==> src/rtl/adc_seq_pkg.sv <==
`timescale 1ns/1ps
package adc_seq_pkg;

  localparam int ADDR_W = 4;

  typedef enum logic [1:0] {
    MODE_CMP  = 2'd0,
    MODE_HALF = 2'd1,
    MODE_ZERO = 2'd2,
    MODE_FULL = 2'd3
  } conv_mode_e;

  // Channel codes 0..4 use the comparator; B/C/D are built-in tests; the rest read zero.
  function automatic conv_mode_e decode_addr(input logic [ADDR_W-1:0] a);
    case (a)
      4'h0, 4'h1, 4'h2, 4'h3, 4'h4: return MODE_CMP;
      4'hB:                         return MODE_HALF;
      4'hD:                         return MODE_FULL;
      default:                      return MODE_ZERO;
    endcase
  endfunction

endpackage

==> src/rtl/adc_seq_sync.sv <==
`timescale 1ns/1ps
module adc_seq_sync #(
  parameter int             W       = 2,
  parameter int             STAGES  = 2,
  parameter logic [W-1:0]   RST_VAL = '0
) (
  input  logic         clk,
  input  logic         rst_n,
  input  logic [W-1:0] d_i,
  output logic [W-1:0] lvl_o,
  output logic [W-1:0] chg_o
);

  logic [STAGES:0][W-1:0] pipe_q;

  always_ff @(posedge clk or negedge rst_n) begin
    if (!rst_n) pipe_q <= {(STAGES+1){RST_VAL}};
    else        pipe_q <= {pipe_q[STAGES-1:0], d_i};
  end

  assign lvl_o = pipe_q[STAGES-1];
  assign chg_o = pipe_q[STAGES-1] ^ pipe_q[STAGES];

endmodule

==> src/rtl/adc_seq_sar.sv <==
`timescale 1ns/1ps
module adc_seq_sar
  import adc_seq_pkg::*;
#(
  parameter int RES_BITS = 10,
  parameter int OSC_DIV  = 4
) (
  input  logic                clk,
  input  logic                rst_n,
  input  logic                start_i,
  input  conv_mode_e          mode_i,
  input  logic                cmp_i,
  output logic                busy_o,
  output logic                done_o,
  output logic [RES_BITS-1:0] code_o
);

  localparam int                OW       = (OSC_DIV > 1) ? $clog2(OSC_DIV) : 1;
  localparam logic [OW-1:0]     OSC_LAST = OW'(OSC_DIV - 1);
  localparam logic [RES_BITS-1:0] MSB    = {1'b1, {(RES_BITS-1){1'b0}}};

  logic [OW-1:0]       osc_q, osc_d;
  logic                osc_tick;
  logic [RES_BITS-1:0] code_q, code_d, step_q, step_d;
  logic                busy_q, busy_d, done_q, done_d, keep;
  conv_mode_e          mode_q, mode_d;

  // free-running internal oscillator, modelled as a divided tick
  assign osc_tick = (osc_q == OSC_LAST);
  assign osc_d    = osc_tick ? '0 : osc_q + 1'b1;

  always_comb begin
    case (mode_q)
      MODE_CMP:  keep = cmp_i;
      MODE_HALF: keep = step_q[RES_BITS-1];
      MODE_FULL: keep = 1'b1;
      default:   keep = 1'b0;
    endcase
  end

  always_comb begin
    code_d = code_q;
    step_d = step_q;
    busy_d = busy_q;
    mode_d = mode_q;
    done_d = 1'b0;
    if (start_i) begin
      code_d = MSB;
      step_d = MSB;
      busy_d = 1'b1;
      mode_d = mode_i;
    end else if (busy_q && osc_tick) begin
      code_d = (code_q & ~step_q) | (keep ? step_q : '0) | (step_q >> 1);
      step_d = step_q >> 1;
      if (step_q[0]) begin
        busy_d = 1'b0;
        done_d = 1'b1;
      end
    end
  end

  always_ff @(posedge clk or negedge rst_n) begin
    if (!rst_n) begin
      osc_q  <= '0;
      code_q <= '0;
      step_q <= '0;
      busy_q <= 1'b0;
      done_q <= 1'b0;
      mode_q <= MODE_CMP;
    end else begin
      osc_q  <= osc_d;
      code_q <= code_d;
      step_q <= step_d;
      busy_q <= busy_d;
      done_q <= done_d;
      mode_q <= mode_d;
    end
  end

  assign busy_o = busy_q;
  assign done_o = done_q;
  assign code_o = code_q;

  a_r5_trial_starts_midscale: assert property (@(posedge clk) disable iff (!rst_n)
    start_i |=> (code_o == MSB));
  a_r6_single_active_step: assert property (@(posedge clk) disable iff (!rst_n)
    busy_q |-> $onehot(step_q));
  a_r8_full_scale_test: assert property (@(posedge clk) disable iff (!rst_n)
    (done_q && mode_q == MODE_FULL) |-> (&code_q));
  a_r9_zero_mode_result: assert property (@(posedge clk) disable iff (!rst_n)
    (done_q && mode_q == MODE_ZERO) |-> (code_q == '0));

endmodule

==> src/rtl/adc_seq.sv <==
`timescale 1ns/1ps
module adc_seq
  import adc_seq_pkg::*;
#(
  parameter int RES_BITS    = 10,
  parameter int OSC_DIV     = 4,
  parameter int SYNC_STAGES = 2,
  parameter int SHORT_FRAME = 10,
  parameter int LONG_FRAME  = 16
) (
  input  logic                clk,
  input  logic                rst_n,
  input  logic                sclk_i,
  input  logic                cs_n_i,
  input  logic                sdi_i,
  input  logic                cmp_i,
  output logic                sdo_o,
  output logic                sdo_oe_o,
  output logic                sample_en_o,
  output logic                eoc_o,
  output logic [ADDR_W-1:0]   mux_sel_o,
  output logic [RES_BITS-1:0] trial_code_o
);

  localparam int            CW      = $clog2(LONG_FRAME + 1);
  localparam int            RW      = $clog2(ADDR_W + 1);
  localparam logic [CW-1:0] SHORT_C = CW'(SHORT_FRAME);
  localparam logic [CW-1:0] LONG_C  = CW'(LONG_FRAME);
  localparam logic [CW-1:0] SAMP_C  = CW'(ADDR_W);
  localparam logic [RW-1:0] ADDR_C  = RW'(ADDR_W);

  // synchronized serial inputs: bit 1 = select (active low), bit 0 = serial clock
  logic [1:0]             in_lvl, in_chg;
  logic [SYNC_STAGES-1:0] sdi_pipe_q;
  logic                   sclk_rise, sclk_fall, cs_lo, cs_act, sdi_s;

  adc_seq_sync #(.W(2), .STAGES(SYNC_STAGES), .RST_VAL(2'b10)) u_sync (
    .clk   (clk),
    .rst_n (rst_n),
    .d_i   ({cs_n_i, sclk_i}),
    .lvl_o (in_lvl),
    .chg_o (in_chg)
  );

  always_ff @(posedge clk or negedge rst_n) begin
    if (!rst_n) sdi_pipe_q <= '0;
    else        sdi_pipe_q <= {sdi_pipe_q[SYNC_STAGES-2:0], sdi_i};
  end

  assign sdi_s     = sdi_pipe_q[SYNC_STAGES-1];
  assign sclk_rise = in_chg[0] &  in_lvl[0];
  assign sclk_fall = in_chg[0] & ~in_lvl[0];
  assign cs_lo     = ~in_lvl[1];
  assign cs_act    = in_chg[1] & ~in_lvl[1];

  // frame state
  logic [CW-1:0]       fall_q, fall_d;
  logic [RW-1:0]       rise_q, rise_d;
  logic [ADDR_W-1:0]   addr_q, addr_d;
  logic [RES_BITS-1:0] shift_q, shift_d, result_q, result_d, load_val;
  logic                oe_q, oe_d, samp_q, samp_d, long_q, long_d, eoc_q, eoc_d;
  logic                conv_go, restart;
  logic                sar_busy, sar_done;
  logic [RES_BITS-1:0] sar_code;

  adc_seq_sar #(.RES_BITS(RES_BITS), .OSC_DIV(OSC_DIV)) u_sar (
    .clk     (clk),
    .rst_n   (rst_n),
    .start_i (conv_go),
    .mode_i  (decode_addr(addr_q)),
    .cmp_i   (cmp_i),
    .busy_o  (sar_busy),
    .done_o  (sar_done),
    .code_o  (sar_code)
  );

  // a frame with select held low ends at the short count unless a rising edge
  // came during the conversion, in which case it runs to the long count
  assign restart  = cs_lo && !sar_busy &&
                    (((fall_q == SHORT_C) && !long_q) || (fall_q == LONG_C));
  assign load_val = sar_done ? sar_code : result_q;

  always_comb begin
    fall_d   = fall_q;
    rise_d   = rise_q;
    addr_d   = addr_q;
    shift_d  = shift_q;
    oe_d     = oe_q;
    samp_d   = samp_q;
    long_d   = long_q;
    eoc_d    = eoc_q;
    result_d = result_q;
    conv_go  = 1'b0;
    if (sar_done) begin
      result_d = sar_code;
      eoc_d    = 1'b1;
    end
    if (!cs_lo) begin
      fall_d = '0;
      rise_d = '0;
      oe_d   = 1'b0;
      samp_d = 1'b0;
      long_d = 1'b0;
    end else if (cs_act || restart) begin
      fall_d  = '0;
      rise_d  = '0;
      oe_d    = 1'b1;
      samp_d  = 1'b0;
      long_d  = 1'b0;
      shift_d = load_val;
    end else begin
      if (sclk_rise) begin
        if (rise_q < ADDR_C) begin
          addr_d = {addr_q[ADDR_W-2:0], sdi_s};
          rise_d = rise_q + 1'b1;
        end
        if ((fall_q >= SHORT_C) && sar_busy) long_d = 1'b1;
      end
      if (sclk_fall && (fall_q != LONG_C)) begin
        fall_d  = fall_q + 1'b1;
        shift_d = {shift_q[RES_BITS-2:0], 1'b0};
        if (fall_d == SAMP_C) samp_d = 1'b1;
        if (fall_d == SHORT_C) begin
          samp_d  = 1'b0;
          eoc_d   = 1'b0;
          conv_go = 1'b1;
        end
      end
    end
  end

  always_ff @(posedge clk or negedge rst_n) begin
    if (!rst_n) begin
      fall_q   <= '0;
      rise_q   <= '0;
      addr_q   <= '0;
      shift_q  <= '0;
      result_q <= '0;
      oe_q     <= 1'b0;
      samp_q   <= 1'b0;
      long_q   <= 1'b0;
      eoc_q    <= 1'b1;
    end else begin
      fall_q   <= fall_d;
      rise_q   <= rise_d;
      addr_q   <= addr_d;
      shift_q  <= shift_d;
      result_q <= result_d;
      oe_q     <= oe_d;
      samp_q   <= samp_d;
      long_q   <= long_d;
      eoc_q    <= eoc_d;
    end
  end

  assign sdo_o        = shift_q[RES_BITS-1];
  assign sdo_oe_o     = oe_q;
  assign sample_en_o  = samp_q;
  assign eoc_o        = eoc_q;
  assign mux_sel_o    = addr_q;
  assign trial_code_o = sar_code;

  a_r2_release_disables_output: assert property (@(posedge clk) disable iff (!rst_n)
    !cs_lo |=> !sdo_oe_o);
  a_r3_shift_holds_between_edges: assert property (@(posedge clk) disable iff (!rst_n)
    (cs_lo && !sclk_fall && !cs_act && !restart) |=> $stable(shift_q));
  a_r4_window_inside_frame: assert property (@(posedge clk) disable iff (!rst_n)
    sample_en_o |-> ((fall_q >= SAMP_C) && (fall_q < SHORT_C)));
  a_r5_eoc_drop_starts_engine: assert property (@(posedge clk) disable iff (!rst_n)
    $fell(eoc_o) |-> sar_busy);
  a_r6_eoc_rise_on_completion: assert property (@(posedge clk) disable iff (!rst_n)
    $rose(eoc_o) |-> (!sar_busy && (result_q == $past(sar_code))));

endmodule

==> config.mk <==
export PLATFORM = sky130hd
export DESIGN_NAME = adc_seq
export DESIGN_NICKNAME = d
export VERILOG_FILES = /design/src/rtl/adc_seq_pkg.sv /design/src/rtl/adc_seq_sync.sv /design/src/rtl/adc_seq_sar.sv /design/src/rtl/adc_seq.sv
export SDC_FILE = /design/constraint.sdc
export NUM_CORES = 1
export LEC_CHECK = 0
export ABC_AREA = 1
export CORE_MARGIN = 2
export CORE_UTILIZATION = 41
export DETAILED_ROUTE_END_ITERATION = 6
export GPL_ROUTABILITY_DRIVEN = 0
export GPL_TIMING_DRIVEN = 0
export HOLD_SLACK_MARGIN = 0.02
export PLACE_DENSITY_LB_ADDON = 0.05
export SETUP_SLACK_MARGIN = 0.4
export SYNTH_ARGS = -nofsm -noshare
export SYNTH_HDL_FRONTEND = slang
export SYNTH_HIERARCHICAL = 1
export SYNTH_SLANG_ARGS = --single-unit
==> constraint.sdc <==
create_clock -name clk -period 4.8 [get_ports clk]
set_clock_uncertainty 0.15 [all_clocks]
set_input_delay 0.72 -clock clk [delete_from_list [all_inputs] [get_ports clk]]
set_output_delay 0.72 -clock clk [all_outputs]
set_load 0.02 [all_outputs]
# Word level (Yosys, flattened, before mapping)
# Cells that the tools add are included.
# totals
regBits	70
output_inout_bits	18
inputBits	6
# op_classes
eq_ne	14
n_addsub	3
reduce_logical	28
bitwise_logic	11
n_mux	44
n_lt_le_gt_ge	2
# op_table
operator	n
$mux 10	8
$mux 1	26
$mux 5	3
$mux 3	4
$reduce_bool 3->1	4
$and 10x10->10	1
$eq 5x4->1 const B	2
$not 10->10	1
$or 10x10->10	1
$or 10x9->10	1
$reduce_and 2->1	5
$eq 4x2->1 const B	2
$eq 4x4->1 const B	2
$reduce_bool 2->1	4
$logic_and 1x1->1	6
$pmux 2 s3	1
$add 5x1->5 const B	1
$eq 5x3->1 const B	1
$eq 5x5->1 const B	1
$ge 5x4->1 const B	1
$ne 5x5->1 const B	1
$reduce_or 5->1	1
$eq 2x2->1 const B	2
$eq 4x1->1 const B	1
other kinds (16)	22

# Logic depth before layout (Yosys ltp)
# Gate-level depths: netlist of the first run.
# depth
word_depth	9
ltp_mapped	18
ltp_nobuf	16

# Modules after synthesis
# The synthesis of the first run kept the hierarchy.
# by_module_without_submodules
mod	seq_area_each_um2	instances	area_per_inst_um2	cells_each
adc_seq	952.2	1	1879.3	213
adc_seq_sar	650.6	1	1338.8	169
adc_seq_sync	153.9	1	206.4	18

# Worst setup path after synthesis of the first run
# No wires, ideal clock.
# synth_timing
path_type	flip-flop to flip-flop
from	reg fall_q[0]
to	reg u_sar.code_q[3] (netlist: u_sar/code_o[3])
path_slack_ps	2703
path_stages_with_launch	19
path_buffers	2
t_arrival_ps	1831
setup_time_ps	116
cell_sequence	dfrtp_1 > inv_1 > ha_1 > inv_1 > nor2_1 > nand3_1 > nand2_2 > nand2_4 > nand2_4 > nor2_4 > inv_2 > nor2_1 > buf_6 > buf_6 > nor2_2 > nand2_1 > nand2_1 > inv_1 > nand2_1
# synth_via
elab_chain_cells	8
# synth_lines
element	line	source
start: declaration	adc_seq.sv:57	logic [CW-1:0] fall_q, fall_d;
start signal: assignment	adc_seq.sv:144	fall_q <= fall_d;
branches (longest 5 deep; another with $add 5x1->5)	n/a	
$mux 1 (*)	adc_seq.sv:104	end else if (cs_act || restart) begin
$mux 1 (*)	adc_seq.sv:98	if (!cs_lo) begin
net conv_go	adc_seq.sv:62	logic conv_go, restart;
$mux 10 / $reduce_bool 2->1 (equally long branches)	n/a	
end signal: assignment	adc_seq_sar.sv:72	code_q <= code_d;
end: declaration	adc_seq_sar.sv:24	logic [RES_BITS-1:0] code_q, code_d, step_q, step_d;
# Mark *: on every way through the listed nets, which the timed path passes.
# A chain may end at the register's enable or synchronous reset.

# Worst setup path after layout of the first run
# layout_timing
from	reg u_sync.pipe_q (netlist bit u_sync/lvl_o[0])
to	reg u_sar.code_q[6] (netlist: u_sar/code_o[6])
# layout_via
elab_chain_cells	7
# layout_lines
element	line	source
start: declaration	adc_seq_sync.sv:14	logic [STAGES:0][W-1:0] pipe_q;
start signal: assignment	adc_seq_sync.sv:17	if (!rst_n) pipe_q <= {(STAGES+1){RST_VAL}};
start signal: assignment	adc_seq_sync.sv:18	else pipe_q <= {pipe_q[STAGES-1:0], d_i};
$xor 2x2->2 (*)	adc_seq_sync.sv:22	assign chg_o = pipe_q[STAGES-1] ^ pipe_q[STAGES];
net in_chg[0]	adc_seq.sv:33	logic [1:0] in_lvl, in_chg;
$and 1x1->1 (*)	adc_seq.sv:52	assign sclk_fall = in_chg[0] & ~in_lvl[0];
$logic_and 1x1->1 (*)	adc_seq.sv:119	if (sclk_fall && (fall_q != LONG_C)) begin
$mux 1 (*)	adc_seq.sv:119	
$mux 1 (*)	adc_seq.sv:104	
$mux 1 (*)	adc_seq.sv:98	
net conv_go	adc_seq.sv:62	
$mux 10 / $reduce_bool 2->1 (equally long branches)	n/a	
# The timed path passes the listed nets; every way through them passes the cells marked *.

==> results.md, run 1 <==
- Critical path data required time: 4.88 ns
- DR vias: 2560
- Proportion of synthesized chip area in sequential cells: 0.513
- Count of standard-cell rows: 33
- Fraction of final layout cells sized beyond drive strength 1: 0.159
- Relative slew slack: 0.591
- Vias per cell: 4.70
- Met2 wirelength from detailed routing: just under 3 mm
- Number of top-level pins: 24
- Type of destination of the critical path: flip-flop
- Least-Margin Pin Slew: between 0.6 and 0.7 ns
- Area overhead of the layout relative to synthesis: 17.4%
- HPWL reported at the end of detailed placement: 4.66 mm
- Topmost layer with routed signal wires: met4
- Sequential cell area: 1760 um^2
- Filler cell count: 810
- Number of global-route vias before repair: 2519
- Highest fanout seen on the critical path: 10
- P per Cell Area: 301 nW/um^2
- Initial Utilization: 0.419
- Power after layout: between 1000 and 1500 uW
- Utilization after layout: 0.492
- Reg clk slew, reported paths: 0.08 ns
- Reg-to-reg slack, setup: roughly 2.4 ns
- Max_cap viols: 0
- Period utilisation layout: 0.502
- Post-CTS setup buffer count: 0
- Multi-input combinational cell area: around 1400 um^2
- Layout Cell Area excl Fill: 4020 um^2
- Routed Antenna Nets: 0
- Pin count of the biggest net entering global routing: 53
- Antenna violations before repair: 0
- DIE WIDTH: ~95 um
- Mean instance size in the synthesized netlist: 8.56 um^2
- R2r startpoint: u_sync/lvl_o[0]$_DFF_PN0_
- Initial drt markers: 108
- Count of hold buffers inserted by post-cts repair: 0
- Commonest cells after routing, fill and taps aside: sky130_fd_sc_hd__nand2_1 (131), sky130_fd_sc_hd__dfrtp_1 (66), sky130_fd_sc_hd__nand3_1 (44)
- Port-buffer cells: 23
- Status: completed
- Final slew viol count: 0
- Worst r2r path cells: 14
- Hold WC Path Type: input port to asynchronous set/reset pin
- Detailed-router iteration count before antenna repair: 4
- Total Wirelength: 6.80 mm
- Final Hold Vio Count: 0
- Wire length of the first global-routing pass: 12.0 mm
- Maximum buffer depth of the clock tree: 2
- Most frequent standard cell in the layout excluding fill and tap cells: sky130_fd_sc_hd__nand2_1
- Cell area after synthesis: approximately 3400 um^2
- GRT Resource Usage Total: 0.170
- Worst Setup Start Kind: flip-flop
- Synthesized Nets: 412
- #FFs+latches synth: 70
- Floorplan die area: a little over 9000 um^2
- Count of cell types in the netlist: 27
- Total CTS buffers: 9
- Number of nets at the end of the flow: 447
- Data arrival time at the worst-slack endpoint: 2.48 ns
- Static leakage: between 0.002 and 0.0025 uW
- DR WL/cell: 12.5 um
- Post-placement cell area: 3810 um^2
- Fmax: 415 MHz
- Critical path class: flip-flop to flip-flop
- Setup total negative slack: 0 ns
- Sum of overflow across all layers after global routing: 0
- Routed length on met1: around 3.5 mm
- Setup repair after global routing missed its margin: no
- Time the worst path needs with I/O delays and setup: roughly 2.4 ns
- Yosys warning count: 6
- Terminus of the critical flop-to-flop path: u_sar/code_o[6]$_DFFE_PN0P_
- Max rail drop VDD: 0.000167 V
- Clock tree from TritonCTS: yes
- Syn Inst Count: 400
- Buffer type at the clock tree root: sky130_fd_sc_hd__clkbuf_8
- DRC violation count after routing: 0
- Max H-tree Level: 3
- Core Region: between 8000 and 9000 um^2
- Length of routed met3 wiring: 271 um
- Worst-skew pair later-pin latency: 0.34 ns
- Diode count: 0
- Number of clock sinks: 70
- Final setup violation count: 0
- Resize count post-CTS: 0
- Die height: 95.4 um
[worst max path at each step]
stage                     cells past startpoint  slack (ns)                      start                     endpoint
after floorplan                              18        2.70      fall_q[0]$_DFFE_PN0P_  u_sar/code_o[3]$_DFFE_PN0P_
after global placement                        1        0.33                      rst_n  u_sar/code_o[5]$_DFFE_PN0P_
after detailed placement                     14        2.36  u_sync/lvl_o[0]$_DFF_PN0_  u_sar/code_o[4]$_DFFE_PN0P_
after CTS                                    14        2.34  u_sync/lvl_o[0]$_DFF_PN0_  u_sar/code_o[6]$_DFFE_PN0P_
after global routing                         16        2.07      fall_q[0]$_DFFE_PN0P_  u_sar/code_o[8]$_DFFE_PN0P_
final                                        14        2.39  u_sync/lvl_o[0]$_DFF_PN0_  u_sar/code_o[6]$_DFFE_PN0P_
[power breakdown]
part / internal [uW] / switching (uW)
clock network: 270 / 221
registers: 605 / 16.6
logic: 39.0 / 59.8
total: 914 / 298
[stage by stage]
step	hold slack, ns	setup WS, ns	cells
final	0.105	2.39	545
after global routing	0.0989	2.07	545
after CTS	0.0940	2.34	545
after detailed placement	0.185	2.36	529
after global placement	0.183	0.329	528
after floorplan	0.181	2.70	400
[kinds of logic after synthesis]
| family | Yosys count | share of synthesized area |
|---|---|---|
| compound gates | 16 | 0.0263 |
| xor+xnor | 4 | 0.0102 |
| fa+ha+maj | 6 | 0.0219 |
| buf+inv | 59 | 0.0892 |
| flops | 70 | 0.513 |
| mux | 10 | 0.0329 |
| simple gates | 235 | 0.307 |
[cell usage after synthesis]
cell type,number,area [um^2]
sky130_fd_sc_hd__nand2_1,131,492
sky130_fd_sc_hd__dfrtp_1,66,1650
sky130_fd_sc_hd__nand3_1,44,220
sky130_fd_sc_hd__inv_1,39,146
sky130_fd_sc_hd__nor2_1,34,128
sky130_fd_sc_hd__mux2_2,10,113
sky130_fd_sc_hd__buf_6,9,101
sky130_fd_sc_hd__nand4_1,9,56.3
sky130_fd_sc_hd__nor2_2,8,50.1
sky130_fd_sc_hd__a21oi_1,6,30.0
sky130_fd_sc_hd__ha_1,6,75.1
sky130_fd_sc_hd__inv_2,5,18.8
sky130_fd_sc_hd__nand2_4,5,56.3
sky130_fd_sc_hd__dfstp_2,4,105
sky130_fd_sc_hd__o21ai_1,4,20.0
sky130_fd_sc_hd__buf_4,3,22.5
sky130_fd_sc_hd__o21ai_0,3,15.0
sky130_fd_sc_hd__xor2_1,3,26.3
sky130_fd_sc_hd__buf_2,2,10.0
sky130_fd_sc_hd__o21ai_2,2,17.5
sky130_fd_sc_hd__inv_4,1,6.26
sky130_fd_sc_hd__nand2_2,1,6.26
sky130_fd_sc_hd__nand3_4,1,17.5
sky130_fd_sc_hd__nand4_2,1,12.5
sky130_fd_sc_hd__nor2_4,1,11.3
sky130_fd_sc_hd__o21a_1,1,7.51
sky130_fd_sc_hd__xnor2_1,1,8.76
[registers in the layout (all words and copies together) (netlist names)]
register       cells
u_sar/mode_q       2
u_sar/osc_q        2
sdi_pipe_q         2
result_q          10
u_sar/done_o       1
u_sar/busy_o       1
fall_q             5
mux_sel_o          4
eoc_o              1
shift_q           10
sdo_oe_o           1
u_sar/step_q      10
rise_q             3
u_sar/code_o      10
u_sync/lvl_o       2
u_sync/pipe_q      4
long_q             1
sample_en_o        1
[cell type report]
cell class	instances	share of cell area
timing repair buffer	24	0.0635
sequential	70	0.437
buffer	14	0.0333
inverter	45	0.0426
tap	105	0.0327
clock buffer	12	0.0386
multi-input combinational	271	0.339
clock inverter	4	0.0137
[layer usage]
metal,GRT usage,vias up
met5,0,-
met4,0.0440,0
met3,0.0506,5
met2,0.249,37
met1,0.248,1191
li1,-,1327
[worst max-delay path, stage by stage (launching register included)]
cell and delay (ns):
sky130_fd_sc_hd__dfrtp_1 0.41, sky130_fd_sc_hd__inv_1 0.06, sky130_fd_sc_hd__nand2_1 0.04, sky130_fd_sc_hd__nand2_1 0.07, sky130_fd_sc_hd__inv_1 0.04, sky130_fd_sc_hd__nor2_1 0.20, sky130_fd_sc_hd__nand2_1 0.24, sky130_fd_sc_hd__nor2_1 0.19
sky130_fd_sc_hd__nand2_1 0.09, sky130_fd_sc_hd__nor2_1 0.19, sky130_fd_sc_hd__buf_6 0.16, sky130_fd_sc_hd__buf_2 0.24, sky130_fd_sc_hd__nor2_1 0.07, sky130_fd_sc_hd__nand2_1 0.07, sky130_fd_sc_hd__nand2_1 0.06
(Power assumes the default switching activity.)
==> run 2: changes to the inputs <==
==> constraint.sdc (replaced) <==
create_clock -name clk -period 2.1 [get_ports clk]
set_clock_uncertainty 0.15 [all_clocks]
set_input_delay 0.315 -clock clk [delete_from_list [all_inputs] [get_ports clk]]
set_output_delay 0.315 -clock clk [all_outputs]
set_load 0.02 [all_outputs]
==> results.md, run 2 (same netlist as run 1, synthesis figures left out) <==
- Reg clk slew, reported paths: 0.08 ns (about the same)
- Port-buffer cells: 23 (unchanged)
- CP max-delay cell: sky130_fd_sc_hd__dfrtp_2 (was sky130_fd_sc_hd__dfrtp_1)
- DIE WIDTH: 95.4 um (unchanged)
- Worst Setup Start Kind: flip-flop (unchanged)
- Worst-skew pair later-pin latency: 0.34 ns (about the same)
- GRT Resource Usage Total: 0.183 (was 0.170)
- DRC violation count after routing: 0 (unchanged)
- Family of cells with the greatest summed delay on the critical path: simple AND/OR/NAND/NOR gates (unchanged)
- DR vias: 2752 (was 2560)
- Detailed-router iteration count before antenna repair: 4 (unchanged)
- Initial drt markers: 97 (was 108)
- Area overhead of the layout relative to synthesis: 31.2% (was 17.4%)
- Time the worst path needs with I/O delays and setup: 2.19 ns (was 2.41 ns)
- Commonest cells after routing, fill and taps aside: sky130_fd_sc_hd__nand2_1 (124), sky130_fd_sc_hd__dfrtp_1 (63), sky130_fd_sc_hd__inv_1 (36) (was sky130_fd_sc_hd__nand2_1 (131), sky130_fd_sc_hd__dfrtp_1 (66), sky130_fd_sc_hd__nand3_1 (44))
- Critical path data required time: 2.18 ns (was 4.88 ns)
- Type of destination of the critical path: flip-flop (unchanged)
- Final Hold Vio Count: 0 (unchanged)
- Maximum buffer depth of the clock tree: 2 (unchanged)
- Critical path buffers and inverters: 4 (unchanged)
- Final worst slack: -0.0900 ns (was 2.39 ns)
- Antenna violations before repair: 0 (unchanged)
- Routed Antenna Nets: 0 (unchanged)
- Die height: 95.4 um (unchanged)
- Total Wirelength: 7.56 mm (was 6.80 mm)
- Static leakage: 0.00231 uW (was 0.00215 uW)
- Hold WC Path Type: input port to asynchronous set/reset pin (unchanged)
- Period utilisation layout: 1.04 (was 0.502)
- Max H-tree Level: 3 (unchanged)
- Clock tree from TritonCTS: yes (unchanged)
- HPWL reported at the end of detailed placement: 4.58 mm (was 4.66 mm)
- Data arrival time at the worst-slack endpoint: 2.27 ns (was 2.48 ns)
- Count of standard-cell rows: 33 (unchanged)
- Number of top-level pins: 24 (unchanged)
- Number of nets at the end of the flow: 475 (was 447)
- Cell Chain, Critical Path: ha_2 -> nand3_1 -> xor2_2 -> nor2_1 -> nand2_2 -> nor2_4 -> buf_6 -> buf_6 -> inv_8 -> nand4_1 -> nand2_1 -> inv_1 -> nand2_1 (was inv_1 -> nand2_1 -> nand2_1 -> inv_1 -> nor2_1 -> nand2_1 -> nor2_1 -> nand2_1 -> nor2_1 -> buf_6 -> buf_2 -> nor2_1 -> nand2_1 -> nand2_1)
- Critical path class: flip-flop to flip-flop (unchanged)
- Worst-case hold slack: 0.155 ns (was 0.105 ns)
- Core Region: 8180 um^2 (unchanged)
- Largest stage delay on the critical path: 0.43 ns (was 0.41 ns)
- P per Cell Area: 620 nW/um^2 (was 301 nW/um^2)
- DR WL/cell: 13.2 um (was 12.5 um)
- Max rail drop VDD: 0.000324 V (was 0.000167 V)
- Status: finished, violations left (was completed)
- Initial Utilization: 0.419 (unchanged)
- Layout Cell Area excl Fill: 4490 um^2 (was 4020 um^2)
- Final slew viol count: 0 (unchanged)
- Pin count of the biggest net entering global routing: 68 (was 53)
- Final setup violation count: 18 (was 0)
- Least-Margin Pin Slew: 0.408 ns (was 0.611 ns)
- Relative slew slack: 0.727 (was 0.591)
- Filler cell count: 755 (was 810)
- Number of global-route vias before repair: 2666 (was 2519)
- Violated checks: negative setup slack
- Most frequent standard cell in the layout excluding fill and tap cells: sky130_fd_sc_hd__nand2_1 (unchanged)
- Number of clock sinks: 70 (unchanged)
- Fmax: 457 MHz (was 415 MHz)
- Post-placement cell area: 3830 um^2 (was 3810 um^2)
- Total CTS buffers: 9 (unchanged)
- Vias per cell: 4.80 (was 4.70)
- Buffer type at the clock tree root: sky130_fd_sc_hd__clkbuf_8 (unchanged)
- Fraction of final layout cells sized beyond drive strength 1: 0.301 (was 0.159)
- Setup repair after global routing missed its margin: yes (was no)
- Floorplan die area: 9100 um^2 (unchanged)
- Wire length of the first global-routing pass: 12.9 mm (was 12.0 mm)
- Sum of overflow across all layers after global routing: 0 (unchanged)
- Max_cap viols: 0 (unchanged)
- Highest fanout seen on the critical path: 11 (was 10)
- Diode count: 0 (unchanged)
[run 2: where the power goes]
part / switching, uW / internal [uW] / leakage (uW)
sequential: 40.9 / 1380 / 0.000886
combinational: 159 / 108 / 0.00133
clock: 547 / 551 / 0.0000956
total: 747 / 2040 / 0.00231
[run 2: worst register-to-register path, cell delays in order, from the launching register on]
cell and delay [ns]:
sky130_fd_sc_hd__dfrtp_2 0.43, sky130_fd_sc_hd__ha_2 0.24, sky130_fd_sc_hd__nand3_1 0.13, sky130_fd_sc_hd__xor2_2 0.19, sky130_fd_sc_hd__nor2_1 0.16, sky130_fd_sc_hd__nand2_2 0.10, sky130_fd_sc_hd__nor2_4 0.10, sky130_fd_sc_hd__buf_6 0.15
sky130_fd_sc_hd__buf_6 0.12, sky130_fd_sc_hd__inv_8 0.04, sky130_fd_sc_hd__nand4_1 0.11, sky130_fd_sc_hd__nand2_1 0.07, sky130_fd_sc_hd__inv_1 0.05, sky130_fd_sc_hd__nand2_1 0.04
[run 2: layout make-up]
class	count	area, um^2	area share
flip-flops and latches	70	1760	0.392
well taps	105	131	0.0292
multi-input cells	271	1570	0.350
inverters	45	179	0.0398
repair buffers	52	504	0.112
plain buffers	14	148	0.0329
clock buffers	9	124	0.0276
clock inverters	7	72.6	0.0162
[run 2: path summary, 6_finish.rpt]
kind	start	to	slack (ns)	cells past startpoint
setup / recovery	fall_q[1]$_DFFE_PN0P_	u_sar/code_o[3]$_DFFE_PN0P_	-0.09	13
hold / removal	rst_n	fall_q[2]$_DFFE_PN0P_	0.15	2
setup reg to reg	fall_q[1]$_DFFE_PN0P_	u_sar/code_o[3]$_DFFE_PN0P_	-0.09	13
min in group clk	sdi_pipe_q[0]$_DFF_PN0_	sdi_pipe_q[1]$_DFF_PN0_	0.20	0
max in group asynchronous	rst_n	eoc_o$_DFF_PN1_	1.08	3
hold reg to reg	sdi_pipe_q[0]$_DFF_PN0_	sdi_pipe_q[1]$_DFF_PN0_	0.20	0
[run 2: timing repair]
item,CTS,global route
buffers inserted,15,9
pin swaps,16,8
hold endpoints to repair,68,0
hold buffers,1,0
setup endpoints to repair,67,50
gates resized for setup,66,25
cloned,3,0
[run 2: routing by layer]
metal  part of all wire  global-route usage  up-vias
met5                  0                   0        -
met4              0.013              0.0679        0
met3              0.033              0.0356        9
met2               0.45               0.278       44
met1               0.50               0.261     1312
li1                   -                   -     1387
[run 2: stage by stage]
| step | utilization | setup WS (ns) | setup TNS (ns) | std cells | power, uW |
|---|---|---|---|---|---|
| final | 0.549 | -0.0900 | -1.15 | 573 | 2790 |
| after global routing | 0.549 | -0.219 | -3.18 | 573 | 2920 |
| after CTS | 0.530 | -0.0680 | -0.827 | 564 | 2790 |
| after detailed placement | 0.468 | -0.270 | -4.30 | 529 | 1680 |
| after global placement | 0.465 | -1.98 | -139.84 | 528 | 1670 |
| after floorplan | - | 0.0709 | 0 | 400 | 1560 |
==> run 3: changes to the inputs <==
--- a/config.mk
+++ b/config.mk
@@ -14,6 +14,7 @@
 export HOLD_SLACK_MARGIN = 0.02
 export PLACE_DENSITY_LB_ADDON = 0.05
 export SETUP_SLACK_MARGIN = 0.4
+export SLEW_MARGIN = 15
 export SYNTH_ARGS = -nofsm -noshare
 export SYNTH_HDL_FRONTEND = slang
 export SYNTH_HIERARCHICAL = 1
==> results.md, run 3 (same netlist as run 1, synthesis figures left out) <==
- Worst setup path startpoint: fall_q[1]$_DFFE_PN0P_ (unchanged)
- Die height: 95.4 um (unchanged)
- Number of top-level pins: 24 (unchanged)
- Static leakage: 0.00242 uW (was 0.00231 uW)
- Most frequent standard cell in the layout excluding fill and tap cells: sky130_fd_sc_hd__nand2_1 (unchanged)
- Total Wirelength: 8.00 mm (was 7.56 mm)
- Least-Margin Pin Slew: 0.474 ns (was 0.408 ns)
- Power after layout: 2780 uW (was 2790 uW)
- Initial drt markers: 76 (was 97)
- Relative slew slack: 0.684 (was 0.727)
- Critical path buffers and inverters: 5 (was 4)
- Sum of overflow across all layers after global routing: 0 (unchanged)
- Worst Setup Start Kind: flip-flop (unchanged)
- Vias per cell: 4.91 (was 4.80)
- Number of nets at the end of the flow: 484 (was 475)
- Family of cells with the greatest summed delay on the critical path: simple AND/OR/NAND/NOR gates (unchanged)
- DR WL/cell: 13.7 um (was 13.2 um)
- Buffer type at the clock tree root: sky130_fd_sc_hd__clkbuf_8 (unchanged)
- Area overhead of the layout relative to synthesis: 37.3% (was 31.2%)
- Routed Antenna Nets: 0 (unchanged)
- Count of standard-cell rows: 33 (unchanged)
- DIE WIDTH: 95.4 um (unchanged)
- Worst-skew pair later-pin latency: 0.34 ns (about the same)
- Max H-tree Level: 3 (unchanged)
- Fmax: 457 MHz (about the same)
- Maximum buffer depth of the clock tree: 2 (unchanged)
- Critical path class: flip-flop to flip-flop (unchanged)
- Largest stage delay on the critical path: 0.46 ns (was 0.43 ns)
- Initial Utilization: 0.419 (unchanged)
- Clock tree from TritonCTS: yes (unchanged)
- Core Region: 8180 um^2 (unchanged)
- Final slew viol count: 0 (unchanged)
- Critical path data required time: 2.19 ns (was 2.18 ns)
- R2r startpoint: fall_q[1]$_DFFE_PN0P_ (unchanged)
- Final Hold Vio Count: 0 (unchanged)
- HPWL reported at the end of detailed placement: 4.68 mm (was 4.58 mm)
- Final setup violation count: 17 (was 18)
- Diode count: 0 (unchanged)
- Highest fanout seen on the critical path: 6 (was 11)
- Commonest cells after routing, fill and taps aside: sky130_fd_sc_hd__nand2_1 (107), sky130_fd_sc_hd__dfrtp_1 (65), sky130_fd_sc_hd__inv_1 (35) (was sky130_fd_sc_hd__nand2_1 (124), sky130_fd_sc_hd__dfrtp_1 (63), sky130_fd_sc_hd__inv_1 (36))
- Number of clock sinks: 70 (unchanged)
- Time the worst path needs with I/O delays and setup: 2.19 ns (about the same)
- Port-buffer cells: 23 (unchanged)
- Cell type with the highest occurrence count on the critical path: sky130_fd_sc_hd__nand2_1
- CP max-delay cell: sky130_fd_sc_hd__dfrtp_2 (unchanged)
- Number of global-route vias before repair: 2709 (was 2666)
- Setup repair after global routing missed its margin: yes (unchanged)
- Data arrival time at the worst-slack endpoint: 2.28 ns (was 2.27 ns)
- P per Cell Area: 591 nW/um^2 (was 620 nW/um^2)
- DRC violation count after routing: 0 (unchanged)
- Violated checks: negative setup slack (unchanged)
- Hold WC Path Type: flip-flop to flip-flop (was input port to asynchronous set/reset pin)
- Max_cap viols: 0 (unchanged)
- Final cell count without fillers: 582 (was 573)
- Total CTS buffers: 9 (unchanged)
- Startpoint of the lowest-slack hold path: sdi_pipe_q[0]$_DFF_PN0_
- DR vias: 2858 (was 2752)
- Final worst slack: -0.0897 ns (was -0.0900 ns)
- Fraction of final layout cells sized beyond drive strength 1: 0.350 (was 0.301)
- Antenna violations before repair: 0 (unchanged)
- Type of destination of the critical path: flip-flop (unchanged)
- GRT Resource Usage Total: 0.186 (was 0.183)
- Worst-case hold slack: 0.201 ns (was 0.155 ns)
- Detailed-router iteration count before antenna repair: 5 (was 4)
- Setup total negative slack: -1.06 ns (was -1.15 ns)
- Max rail drop VDD: 0.000308 V (was 0.000324 V)
- Reg clk slew, reported paths: 0.08 ns (about the same)
- Period utilisation layout: 1.04 (about the same)
- Cell Count Post-Placement: 529 (unchanged)
- Status: finished, violations left (unchanged)
- Wire length of the first global-routing pass: 13.1 mm (was 12.9 mm)
- Pin count of the biggest net entering global routing: 38 (was 68)
- Floorplan die area: 9100 um^2 (unchanged)
- Cell Chain, Critical Path: buf_6 -> ha_4 -> xnor2_2 -> nand2_1 -> nor2_2 -> nand2_2 -> nor2_4 -> buf_6 -> buf_12 -> inv_8 -> nand4_1 -> nand2_1 -> inv_1 -> nand2_1 (was ha_2 -> nand3_1 -> xor2_2 -> nor2_1 -> nand2_2 -> nor2_4 -> buf_6 -> buf_6 -> inv_8 -> nand4_1 -> nand2_1 -> inv_1 -> nand2_1)
[run 3: cell type report]
cell class,instances,area [um^2]
clock inverter,7,72.6
multi-input combinational,271,1660
timing repair inverter,1,11.3
sequential,70,1760
timing repair buffer,60,604
inverter,45,181
buffer,14,155
clock buffer,9,124
fill,714,3470
tap,105,131
[run 3: worst paths after layout]
kind                       cells past startpoint                     endpoint  slack [ns]
setup / recovery                              14  u_sar/code_o[3]$_DFFE_PN0P_       -0.09
hold / removal                                 0      sdi_pipe_q[1]$_DFF_PN0_        0.20
setup reg to reg                              14  u_sar/code_o[3]$_DFFE_PN0P_       -0.09
hold reg to reg                                0      sdi_pipe_q[1]$_DFF_PN0_        0.20
max in group asynchronous                      3              eoc_o$_DFF_PN1_        0.88
min in group asynchronous                      2        fall_q[2]$_DFFE_PN0P_        0.31
[run 3: report_power, final]
part           total [uW]  switching (uW)  internal [uW]
Sequential           1420            39.5           1380
Combinational         264             162            102
Clock                1090             544            550
Total                2780             745           2030
[run 3: routing by layer]
| layer | GRT usage | up-vias | part of all wire |
|---|---|---|---|
| li1 | - | 1403 | - |
| met1 | 0.268 | 1394 | 0.49 |
| met2 | 0.276 | 59 | 0.46 |
| met3 | 0.0451 | 2 | 0.046 |
| met4 | 0.0607 | 0 | 0.0050 |
| met5 | 0 | - | 0 |
[run 3: timing repair]
| action | CTS | global route |
|---|---|---|
| setup buffers | 25 | 6 |
| hold buffers | 1 | 0 |
| endpoints found under the hold margin | 30 | 0 |
| cloned | 4 | 1 |
| setup endpoints to repair | 67 | 50 |
| pin swaps | 24 | 21 |
| resized for setup | 68 | 48 |
[run 3: through the flow]
stage          worst slack, ns  area (um^2)   util
6_report               -0.0897         4700  0.575
5_1_grt                 -0.226         4700  0.575
4_1_cts                -0.0545         4460  0.545
3_5_place_dp            -0.268         3820  0.467
3_3_place_gp             -1.98         3800  0.465
2_1_floorplan           0.0709         3440      -
[run 3: worst reg2reg max path, cell delays in order (launching register included)]
cell                      delay (ns)
sky130_fd_sc_hd__dfrtp_2        0.46
sky130_fd_sc_hd__buf_6          0.14
sky130_fd_sc_hd__ha_4           0.17
sky130_fd_sc_hd__xnor2_2        0.14
sky130_fd_sc_hd__nand2_1        0.10
sky130_fd_sc_hd__nor2_2         0.14
sky130_fd_sc_hd__nand2_2        0.09
sky130_fd_sc_hd__nor2_4         0.10
sky130_fd_sc_hd__buf_6          0.15
sky130_fd_sc_hd__buf_12         0.14
sky130_fd_sc_hd__inv_8          0.04
sky130_fd_sc_hd__nand4_1        0.11
sky130_fd_sc_hd__nand2_1        0.07
sky130_fd_sc_hd__inv_1          0.05
sky130_fd_sc_hd__nand2_1        0.04
